==> config.mk <==
export PLATFORM = sky130hd
export DESIGN_NAME = sem_mailbox
export DESIGN_NICKNAME = d
export VERILOG_FILES = /design/src/rtl/mbx_pkg.sv /design/src/rtl/mbx_lock.sv /design/src/rtl/mbx_evt_pulse.sv /design/src/rtl/mbx_data.sv /design/src/rtl/sem_mailbox.sv
export SDC_FILE = /design/constraint.sdc
export NUM_CORES = 1
export LEC_CHECK = 0
export ABC_AREA = 1
export ABC_CLOCK_PERIOD_IN_PS = 7000
export CAP_MARGIN = 10
export CORE_MARGIN = 4
export CORE_UTILIZATION = 55
export DETAILED_ROUTE_END_ITERATION = 16
export DONT_BUFFER_PORTS = 1
export HOLD_SLACK_MARGIN = 0.06
export PLACE_DENSITY = 0.7
export SLEW_MARGIN = 5
export SYNTH_ARGS = -nofsm -noshare
export SYNTH_HDL_FRONTEND = slang
export SYNTH_SLANG_ARGS = --single-unit
==> constraint.sdc <==
create_clock -name clk -period 7 [get_ports clk]
set_input_delay 0.7 -clock clk [delete_from_list [all_inputs] [get_ports clk]]
set_output_delay 0.7 -clock clk [all_outputs]
set_load 0.005 [all_outputs]
==> src/rtl/mbx_pkg.sv <==
package mbx_pkg;

    localparam int PCTX_W = 8;
    localparam int MID_W  = 12;
    localparam int WORD_W = 32;

    // Byte offsets of the channel registers
    localparam logic [7:0] OFF_ACQUIRE = 8'h00;
    localparam logic [7:0] OFF_RELEASE = 8'h04;
    localparam logic [7:0] OFF_NOTIFY  = 8'h08;
    localparam logic [7:0] OFF_DATA0   = 8'h0C;
    localparam logic [7:0] OFF_STATUS  = 8'h1C;

    // Bit positions of the owner fields in the acquire and status words
    localparam int POS_PRIV = 0;
    localparam int POS_NSEC = 1;
    localparam int POS_PCTX = 4;
    localparam int POS_MID  = 16;
    localparam int POS_FLAG = 31;

    typedef struct packed {
        logic              priv;
        logic              nsec;
        logic [PCTX_W-1:0] pctx;
        logic [MID_W-1:0]  mid;
    } owner_t;

    function automatic logic [WORD_W-1:0] pack_owner(input logic flag, input owner_t o);
        logic [WORD_W-1:0] w;
        w = '0;
        w[POS_PRIV]                   = o.priv;
        w[POS_NSEC]                   = o.nsec;
        w[POS_PCTX +: PCTX_W]         = o.pctx;
        w[POS_MID  +: MID_W]          = o.mid;
        w[POS_FLAG]                   = flag;
        return w;
    endfunction

endpackage

==> src/rtl/mbx_lock.sv <==
module mbx_lock
    import mbx_pkg::*;
(
    input  logic   clk,
    input  logic   rst,
    input  logic   acq_rd,
    input  logic   rel_wr,
    input  owner_t cur_attr,
    output logic   held,
    output owner_t owner
);

    always_ff @(posedge clk) begin
        if (rst) begin
            held  <= 1'b0;
            owner <= '0;
        end else if (rel_wr) begin
            held  <= 1'b0;
        end else if (acq_rd && !held) begin
            held  <= 1'b1;
            owner <= cur_attr;
        end
    end

endmodule

==> src/rtl/mbx_evt_pulse.sv <==
module mbx_evt_pulse #(
    parameter int  NUM_EVT    = 16,
    parameter bit  NEED_LOCK  = 1'b0
) (
    input  logic               clk,
    input  logic               rst,
    input  logic               fire,
    input  logic               lock_held,
    input  logic [NUM_EVT-1:0] bits,
    output logic [NUM_EVT-1:0] evt
);

    logic allow;

    generate
        if (NEED_LOCK) begin : g_gated
            assign allow = fire && lock_held;
        end else begin : g_free
            logic unused_lock;
            assign unused_lock = lock_held;
            assign allow = fire;
        end
    endgenerate

    always_ff @(posedge clk) begin
        if (rst) evt <= '0;
        else     evt <= allow ? bits : '0;
    end

endmodule

==> src/rtl/mbx_data.sv <==
module mbx_data #(
    parameter int ADDR_W   = 8,
    parameter int NUM_DATA = 2
) (
    input  logic                      clk,
    input  logic                      rst,
    input  logic                      wr,
    input  logic [ADDR_W-1:0]         addr,
    input  logic [mbx_pkg::WORD_W-1:0] wdata,
    output logic [mbx_pkg::WORD_W-1:0] rdata,
    output logic                      hit
);
    import mbx_pkg::*;

    logic [WORD_W-1:0] word_q [NUM_DATA];
    logic [NUM_DATA-1:0] sel;

    generate
        for (genvar i = 0; i < NUM_DATA; i++) begin : g_word
            localparam logic [ADDR_W-1:0] MY_OFF = ADDR_W'(int'(OFF_DATA0) + 4 * i);
            assign sel[i] = (addr == MY_OFF);
            always_ff @(posedge clk) begin
                if (rst)             word_q[i] <= '0;
                else if (wr && sel[i]) word_q[i] <= wdata;
            end
        end
    endgenerate

    always_comb begin
        rdata = '0;
        for (int i = 0; i < NUM_DATA; i++) begin
            if (sel[i]) rdata = word_q[i];
        end
    end

    assign hit = |sel;

endmodule

==> src/rtl/sem_mailbox.sv <==
module sem_mailbox
    import mbx_pkg::*;
#(
    parameter int ADDR_W   = 8,
    parameter int NUM_EVT  = 16,
    parameter int NUM_DATA = 2
) (
    input  logic               clk,
    input  logic               rst,
    input  logic [ADDR_W-1:0]  bus_addr,
    input  logic               bus_rd,
    input  logic               bus_wr,
    input  logic [31:0]        bus_wdata,
    output logic [31:0]        bus_rdata,
    input  logic               attr_priv,
    input  logic               attr_nsec,
    input  logic [7:0]         attr_pctx,
    input  logic [11:0]        attr_mid,
    output logic [NUM_EVT-1:0] release_evt,
    output logic [NUM_EVT-1:0] notify_evt
);

    localparam logic [ADDR_W-1:0] A_ACQ = ADDR_W'(OFF_ACQUIRE);
    localparam logic [ADDR_W-1:0] A_REL = ADDR_W'(OFF_RELEASE);
    localparam logic [ADDR_W-1:0] A_NTF = ADDR_W'(OFF_NOTIFY);
    localparam logic [ADDR_W-1:0] A_STS = ADDR_W'(OFF_STATUS);

    owner_t cur_attr;
    owner_t owner_attr;
    logic   lock_held;
    logic   acq_rd, rel_wr, ntf_wr;
    logic [WORD_W-1:0] data_rdata;
    logic   data_hit;

    assign cur_attr = '{priv: attr_priv, nsec: attr_nsec, pctx: attr_pctx, mid: attr_mid};

    assign acq_rd = bus_rd && (bus_addr == A_ACQ);
    assign rel_wr = bus_wr && (bus_addr == A_REL);
    assign ntf_wr = bus_wr && (bus_addr == A_NTF);

    mbx_lock u_lock (
        .clk      (clk),
        .rst      (rst),
        .acq_rd   (acq_rd),
        .rel_wr   (rel_wr),
        .cur_attr (cur_attr),
        .held     (lock_held),
        .owner    (owner_attr)
    );

    mbx_evt_pulse #(.NUM_EVT(NUM_EVT), .NEED_LOCK(1'b1)) u_rel_evt (
        .clk       (clk),
        .rst       (rst),
        .fire      (rel_wr),
        .lock_held (lock_held),
        .bits      (bus_wdata[NUM_EVT-1:0]),
        .evt       (release_evt)
    );

    mbx_evt_pulse #(.NUM_EVT(NUM_EVT), .NEED_LOCK(1'b0)) u_ntf_evt (
        .clk       (clk),
        .rst       (rst),
        .fire      (ntf_wr),
        .lock_held (lock_held),
        .bits      (bus_wdata[NUM_EVT-1:0]),
        .evt       (notify_evt)
    );

    mbx_data #(.ADDR_W(ADDR_W), .NUM_DATA(NUM_DATA)) u_data (
        .clk   (clk),
        .rst   (rst),
        .wr    (bus_wr),
        .addr  (bus_addr),
        .wdata (bus_wdata),
        .rdata (data_rdata),
        .hit   (data_hit)
    );

    // Read mux; release and notify fall to the zero default
    always_comb begin
        bus_rdata = '0;
        if (bus_rd) begin
            if (bus_addr == A_ACQ)
                bus_rdata = lock_held ? pack_owner(1'b0, owner_attr)
                                      : pack_owner(1'b1, cur_attr);
            else if (bus_addr == A_STS)
                bus_rdata = pack_owner(lock_held, owner_attr);
            else if (data_hit)
                bus_rdata = data_rdata;
        end
    end

endmodule

-- After elaboration in Yosys (flattened, before gate mapping)
Memory sizes are Yosys's and may differ from the RTL's.
Cells that the tools add are included.
- bitwise gates (word level): 5
- multiplexer cells: 17
- equality and inequality tests: 5
- reductions and logical operators: 14
- operators by type and width (cell ; count):
    $mux W32 ; 9
    $eq A8 B4 Y1 const B ; 2
    $eq A8 B5 Y1 const B ; 2
    $eq A8 B3 Y1 const B ; 1
    $logic_not A8 Y1 ; 1
    $mux W1 ; 8
    $reduce_or A2 Y1 ; 4
    $logic_and A1 B1 Y1 ; 7
    $not A1 Y1 ; 3
    $or A1 B1 Y1 ; 2
    $reduce_and A2 Y1 ; 1
    $logic_not A1 Y1 ; 1
- bits in registers: 55
- logic and storage cells: 49
- RAM bits: 64
- memories kept: 1
- bits of input ports: 66
- output and inout port bits: 64
- memories (name ; words ; bits a word ; rd ports ; clocked after Yosys merged registers in ; wr ports ; line ; source):
    u_data.word_q ; 2 ; 32 ; 2 ; 0 ; 2 ; mbx_data.sv:15 ; logic [WORD_W-1:0] word_q [NUM_DATA];

-- Longest topological paths before layout
Gate-level depths: netlist (run 1).
- depth after elaboration: 7
- mapped depth: 9
- gate-level depth less buffers: 8

-- Cells and area by module
Synthesis (run 1) repeated with hierarchy kept, for this count alone.
- cell total of the unflattened synthesis: 855
- area, all modules: 6278.5 µm²
- by module, submodules not included (module ; cells an instance ; sequential area each (µm²) ; times used ; area each (µm²)):
    mbx_data ; 290 ; 1921.8 ; 1 ; 2924.1
    sem_mailbox ; 318 ; 0.0 ; 1 ; 1396.3
    mbx_lock ; 145 ; 460.4 ; 1 ; 958.4
    mbx_evt_pulse (u_rel_evt) ; 51 ; 320.3 ; 1 ; 503.0
    mbx_evt_pulse (u_ntf_evt) ; 51 ; 320.3 ; 1 ; 496.7

-- Worst setup path before layout (run 1)
No wires, ideal clock.
- path kind: input-to-reg
- start: input port bus_addr[4]
- end: memory u_data.word_q[0][0], enable pin
- setup slack: 3063 ps
- stages on the path: 5
- data arrival time: 3471 ps
- setup time: 466 ps
- data required time: 6534 ps
- path buffers: 0
- cell sequence: nor2_1 nand2_2 inv_1 nand2_1 o21ai_0
- RTL lines (element ; line ; source):
    from (decl) ; sem_mailbox.sv:10 ; input logic [ADDR_W-1:0] bus_addr,
    to (decl) ; mbx_data.sv:15 ;

-- Worst setup path in the final report (run 1)
- start: input port bus_addr[5]
- end: output port bus_rdata[2]
- word-level cells in the longest chain between the ends: 7
- elaborated cells between the ends (all ways): 11
- classes of those cells: eq/ne (3); mux (6); reduce/logical (2)
- RTL lines (element ; line ; source):
    $eq A8 B4 Y1 ; mbx_data.sv:21 ; assign sel[i] = (addr == MY_OFF);
    $mux W32 (2 in a row) ; mbx_data.sv:32 ; if (sel[i]) rdata = word_q[i];
    $mux W32 ; sem_mailbox.sv:88 ; else if (data_hit)
    $mux W32 ; sem_mailbox.sv:86 ; else if (bus_addr == A_STS)
    $mux W32 (*) ; sem_mailbox.sv:83 ; if (bus_addr == A_ACQ)
    $mux W32 (*) ; sem_mailbox.sv:82 ; if (bus_rd) begin
    to (decl) ; sem_mailbox.sv:14 ; output logic [31:0] bus_rdata,
Mark *: on every way between the ends. The rest lies on a longest branch, timed or not.

==> results of run 1 <==
==> power groups by stage <==
stage / Combinational [W] / Clock [W] / Sequential [W]
floorplan: 0.0000492 / 0 / 0.000774
global placement: 0.0000591 / 0 / 0.000774
detailed placement: 0.0000611 / 0 / 0.000774
CTS: 0.0000615 / 0.000812 / 0.000760
global route: 0.0000695 / 0.000851 / 0.000761
finish: 0.0000610 / 0.000806 / 0.000760
==> routing by layer <==
layer  vias to the layer above  track usage (%)
met2                       223             34.6
met1                      2120             31.9
li1                       2325                -
met5                         -                0
met4                         0             8.97
met3                        24             8.50
==> registers in the layout, summed over array words and instances (netlist names) <==
name and cells:
u_lock.held 1, u_data.word_q 64, u_lock.owner 22, u_rel_evt.evt 16
u_ntf_evt.evt 16
==> cells by family (layout without fill, tap and decap cells) <==
group	after synthesis	count (layout)	synth area share (%)
and+or+nand+nor	421	421	31.4
AOI/OAI and AO/OA	55	55	4.80
DFF	119	119	52.7
buffers and inverters	156	146	11.1
==> per-stage QoR <==
stage	hold WS [ns]	util, %	setup WS, ns	instances
global route	0.311	61.6	3.71	877
detailed placement	0.518	56.1	3.76	845
finish	0.320	61.6	3.92	877
global placement	0.504	56.1	3.86	845
floorplan	0.496	-	3.06	751
CTS	0.300	61.6	3.89	877
==> worst paths after layout <==
path                                      start                            end  slack, ns  cells past startpoint
setup / recovery                    bus_addr[5]                   bus_rdata[2]       3.92                      7
hold / removal                              rst       u_lock.held$_SDFFE_PP0P_       0.32                      3
setup reg to reg       u_lock.held$_SDFFE_PP0P_  u_lock.owner[14]$_SDFFE_PP0P_       5.11                      6
hold reg to reg   u_lock.owner[10]$_SDFFE_PP0P_  u_lock.owner[10]$_SDFFE_PP0P_       0.53                      4
==> layout make-up <==
type                            instances  area [um2]  area share, %
Clock buffer                           19         453           7.19
Clock inverter                         13         105           1.67
Inverter                              112         423           6.71
Multi-Input combinational cell        476        2110           33.5
Sequential cell                       119        3020           48.0
Tap cell                              136         170           2.70
Timing Repair Buffer                    2        15.0          0.238
==> layout by cell type, fill, tap and decap left out, types with 17 or more instances in the layout <==
cell type  instances
inv_1            106
nand2_1          118
nor2_1           192
nand3_1           72
o21ai_0           23
nand4_1           22
clkbuf_16         17
dfxtp_1           55
edfxtp_1          64
a21oi_1           30
==> critical path, stage by stage <==
cell and delay [ns]:
inv_1 0.03, nand2_1 0.08, nor2_4 0.82, nand2_2 0.26
inv_4 0.18, nand2_1 0.07, a21oi_1 0.23
==> summary.md, run 1 <==
| Metric | Value |
|---|---|
| PostCTS Resize Cnt | 0 |
| # setup viols final | 0 |
| Post-route ant nets | 0 |
| Avg Inst Size Synth | 7.63 um2 |
| Total clock sinks | 119 |
| Register area share after synthesis | between 50% and 60% |
| Filler instances | 898 |
| Comb pwr share | 3.7% |
| Die height | 110 um |
| Number of synthesized flops with an enable pin | 64 |
| Mapped Area | 5730 um2 |
| Post-route cell area | 6300 um2 |
| Leak | roughly 2.9 nW |
| Grt ovf | 0 |
| Top cell type by total area after synthesis | edfxtp_1 |
| GPL Wtd Cong | 0.813 |
| CTS Buffer Depth | 2 |
| Share of cells above drive strength 1 | 7.56% |
| Vias in the first global route | 4295 |
| Peak Freq | 0.325 GHz |
| Status | finished, final reports clean |
| RSZ-0062 raised after global routing | false |
| Rel. slew slack | 26.7% |
| Vias post-DR | 4692 |
| Cts-stage hold buffer count | 0 |
| Clk root buf | clkbuf_8 |
| Routed met3 length | 1350 um |
| WP data required | approximately 6.3 ns |
| Seq pwr share | 46.7% |
| Cell Rows | 37 |
| Worst skew pair latency | roughly 0.53 ns |
| Pint | 0.00124 W |
| CTS tree | built |
| Antenna violations before repair | 0 |
| Initial Util | 56.0% |
| Dpl hpwl | 8810 um |
| Max-cap viol count | 0 |
| Crit path DAT | 2.38 ns |
| Nets | 794 |
| Slew Limit Fails | 0 |
| Final Skew | about 0.0056 ns |
| Die Wd | 110 um |
| Post-synth top area share | 33.5% |
| DR top layer | met4 |
| Total power | 0.00163 W |
| Post-synth top flop | edfxtp_1 |
| DRT Wirelength | 13600 um |
| Synth Instances | 751 |
| Final Hold Fails | 0 |
| Synth Warn # | 0 |
| Post-synth cell types | 24 |
| WS Path Type | in2out |
| Clock share of power | between 40 and 50% |
| CP Launch Type | primary input |
| N_diodes | 0 |
| Worst slew pin tran | 1.10 ns |
| Clock-pin slew on the worst setup and hold paths | 0.06 ns |
| Ranking of synthesized cells by area | edfxtp_1 34%, dfxtp_1 19%, nor2_1 13% |
| Post-DP Area | 5740 um2 |
| Final min period | 3.08 ns |
| DRT iter0 DRCs | 423 |
| M1 wire length | a little under 6000 um |
| Drt pass-1 iters | 7 |
| Met2 wire length | 6070 um |
| Peak VDD IR | around 150 uV |
| Core area | 10200 um2 |
| Num CTS Buffers | 17 |
| Worst Setup End Kind | output port |
| Pwr Density | approximately 260 nW/um2 |
| Final Cycle Share | 44.0% |
| Average wire per standard cell | 15.6 um |
| Switch share | 23.7% |
| H-Tree Depth | 4 |
| Worst min-delay path class | in2reg |
| Top cells by instance count after synthesis | 194 x nor2_1, 118 x nand2_1, 107 x inv_1 |
| PortBufs | 0 |
| Die area | approximately 12000 um2 |
| #FFs+latches synth | ~120 |
| GRT Total Usage | 23.5% |
| Switch Pwr | between 0.0003 and 0.0004 W |
| Largest net degree at the start of global routing | 69 |
| Post-CTS Setup Bufs | 0 |
| Most numerous cell in the Yosys netlist | nor2_1 |
| Drt drc | 0 |
| Layout area overhead | 9.91% |
| CP Max Fanout | 47 |
| Post-Syn Nets | 817 |
| Global-route wire length before repair | 21500 um |
| Final TNS setup | 0 ns |
| IO Pins | 130 |
| Vias/cell | ~5.4 |
| Async SR Flop Fraction | 0% |
Note: power is estimated with default switching activity, not from simulation.
==> inputs of run 2 (changes only) <==
Settings changed: ABC_CLOCK_PERIOD_IN_PS 7000 to 2690, PLACE_DENSITY 0.7 to 0.73.
Clock period 7 ns to 2.69 ns, I/O delays scaled along.
==> run 2 against run 1 <==
Net effect: clock skew up 0.0054 ns; clock power grew to 2.6 times the previous value; sequential power grew to 2.6 times the previous value; largest power group unchanged; wire length up 8.3%; setup slack got worse by 3.6 ns; final cell count grew 7.3%; non-clock buffer count up 64; die area unchanged.
==> summary.md, run 2 (synthesis gave the netlist of run 1 again) <==
| Metric | Value |
|---|---|
| Most frequent cells in the layout | 192 x nor2_1, 118 x nand2_1, 107 x inv_1 |
| Worst slew pin tran | 0.998 ns |
| Antenna violations before repair | 0 |
| Worst r2r src | u_lock.held$_SDFFE_PP0P_ |
| Num CTS Buffers | 17 |
| CP Launch Type | flop |
| Crit path cell chain | inv_1 -> buf_12 -> o21ai_0 -> a21oi_1 -> nor2_1 -> nor2_1 |
| Cts-stage hold buffer count | 55 |
| WS Path Type | reg2out |
| Min Hold Slack | 0.103 ns |
| Layout area overhead | 21.5% |
| Die Wd | 110 um |
| GPL Wtd Cong | 0.874 |
| Final TNS setup | 0 ns |
| Reg2reg end | u_lock.owner[2]$_SDFFE_PP0P_ |
| Max reg flops | 64 |
| DRT Wirelength | 14800 um |
| Leak | 3.18 nW |
| FF+latch area | 3020 um2 |
| Vias post-DR | 5004 |
| Post-CTS Setup Bufs | 0 |
| H-Tree Depth | 4 |
| Largest regs | u_data.word_q (64), u_lock.owner (22) |
| IO Pins | between 100 and 150 |
| WP data required | 2.42 ns |
| Final min period | around 2.4 ns |
| Most frequent CP cell | nor2_1 |
| Max-cap viol count | 0 |
| Grt ovf | 0 |
| Clock-pin slew on the worst setup and hold paths | approximately 0.060 ns |
| Drt drc | 0 |
| R2R cell count | 6 |
| Die height | 110 um |
| RSZ-0062 raised after global routing | false |
| Pwr Density | 622 nW/um2 |
| CTS tree | built |
| Final Hold Fails | 0 |
| PortBufs | 0 |
| Hold depth | 4 |
| Most common cell after layout, fill and taps aside | nor2_1 |
| Clk root buf | clkbuf_8 |
| Final Cycle Share | 89.8% |
| Filler instances | 818 |
| N_diodes | 0 |
| GRT Total Usage | 25.6% |
| Hold EP | u_lock.owner[8]$_SDFFE_PP0P_ |
| Slowest cell delay on critical path | 0.46 ns |
| Worst skew pair latency | 0.51 ns |
| Dpl hpwl | about 9400 um |
| Crit path DAT | ~2.2 ns |
| Largest net degree at the start of global routing | 52 |
| DRT iter0 DRCs | 470 |
| Die area | ~12000 um2 |
| Peak VDD IR | 459 uV |
| Peak Freq | between 0.4 and 0.5 GHz |
| Initial Util | a little under three fifths |
| Vias/cell | 5.32 |
| Worst min-delay path class | in2reg |
| Core area | 10200 um2 |
| PostCTS Resize Cnt | 0 |
| CP Max Fanout | 51 |
| Global-route wire length before repair | 23900 um |
| Top reg by flops | u_data.word_q |
| Share of cells above drive strength 1 | 7.83% |
| Final Util | 68.1% |
| Rel. slew slack | 33.4% |
| Cell Rows | 37 |
| Worst Setup End Kind | output port |
| Vias in the first global route | 4900 |
| Drt pass-1 iters | 5 |
| CTS Buffer Depth | 2 |
| Slew Limit Fails | 0 |
| Reg2reg setup slack | 0.71 ns |
| Average wire per standard cell | 15.7 um |
| Status | finished, final reports clean |
| CP max stage cell | inv_1 |
| Nets | 858 |
| Post-route ant nets | 0 |
| Final Skew | 0.0110 ns |
| Area of the multi-input gates | around 2100 um2 |
| # setup viols final | 0 |
| Worst hold start | attr_mid[8] |
| Total clock sinks | ~120 |
run 2: layer usage:
| metal | track usage, % | vias up | part of all wire [%] |
|---|---|---|---|
| li1 | - | 2440 | - |
| met1 | 32.4 | 2308 | 40 |
| met2 | 41.9 | 230 | 48 |
| met3 | 7.63 | 26 | 10 |
| met4 | 8.71 | 0 | 1.8 |
| met5 | 0 | - | 0 |
run 2: final cells by class:
type | instances | share of cell area (%)
inverter | 112 | 6.07
timing repair buffer | 66 | 9.63
multi-input combinational | 476 | 30.3
clock inverter | 13 | 1.74
clock buffer | 19 | 6.36
sequential | 119 | 43.4
tap | 136 | 2.44
run 2: worst max-delay path by stage:
stage | from | end | slack [ns] | depth (start not counted)
2_1_floorplan | bus_addr[4] | u_data.word_q[0][0]$_SDFFCE_PN0P_ | 0.05 | 5
3_5_place_dp | bus_addr[4] | bus_rdata[13] | 0.56 | 6
4_1_cts | u_lock.held$_SDFFE_PP0P_ | bus_rdata[17] | 0.31 | 6
5_1_grt | u_lock.held$_SDFFE_PP0P_ | bus_rdata[21] | 0.09 | 6
3_3_place_gp | bus_addr[4] | bus_rdata[13] | 0.59 | 6
6_report | u_lock.held$_SDFFE_PP0P_ | bus_rdata[11] | 0.27 | 6
run 2: metrics by stage:
step | cell area (um2) | power (W) | std cells | setup slack (ns)
5_1_grt | 6960 | 0.00448 | 941 | 0.0938
6_report | 6960 | 0.00433 | 941 | 0.275
3_3_place_gp | 5850 | 0.00218 | 854 | 0.586
4_1_cts | 6960 | 0.00435 | 941 | 0.306
3_5_place_dp | 5850 | 0.00218 | 854 | 0.555
2_1_floorplan | 5730 | 0.00214 | 751 | 0.0495
run 2: power by group:
group	leakage, nW	switching, W	total, W	internal [W]
clock network	0.272	0.000831	0.00212	0.00129
registers	1.05	0.0000143	0.00198	0.00196
logic	1.86	0.000146	0.000241	0.0000948
total	3.18	0.000991	0.00433	0.00334
run 2: worst max-delay path: cells and delay by family (launching register included):
family / cells / cell delay, ns
simple gates: 2 / 0.27
buf+inv: 2 / 0.75
compound gates: 2 / 0.28
flops: 1 / 0.33
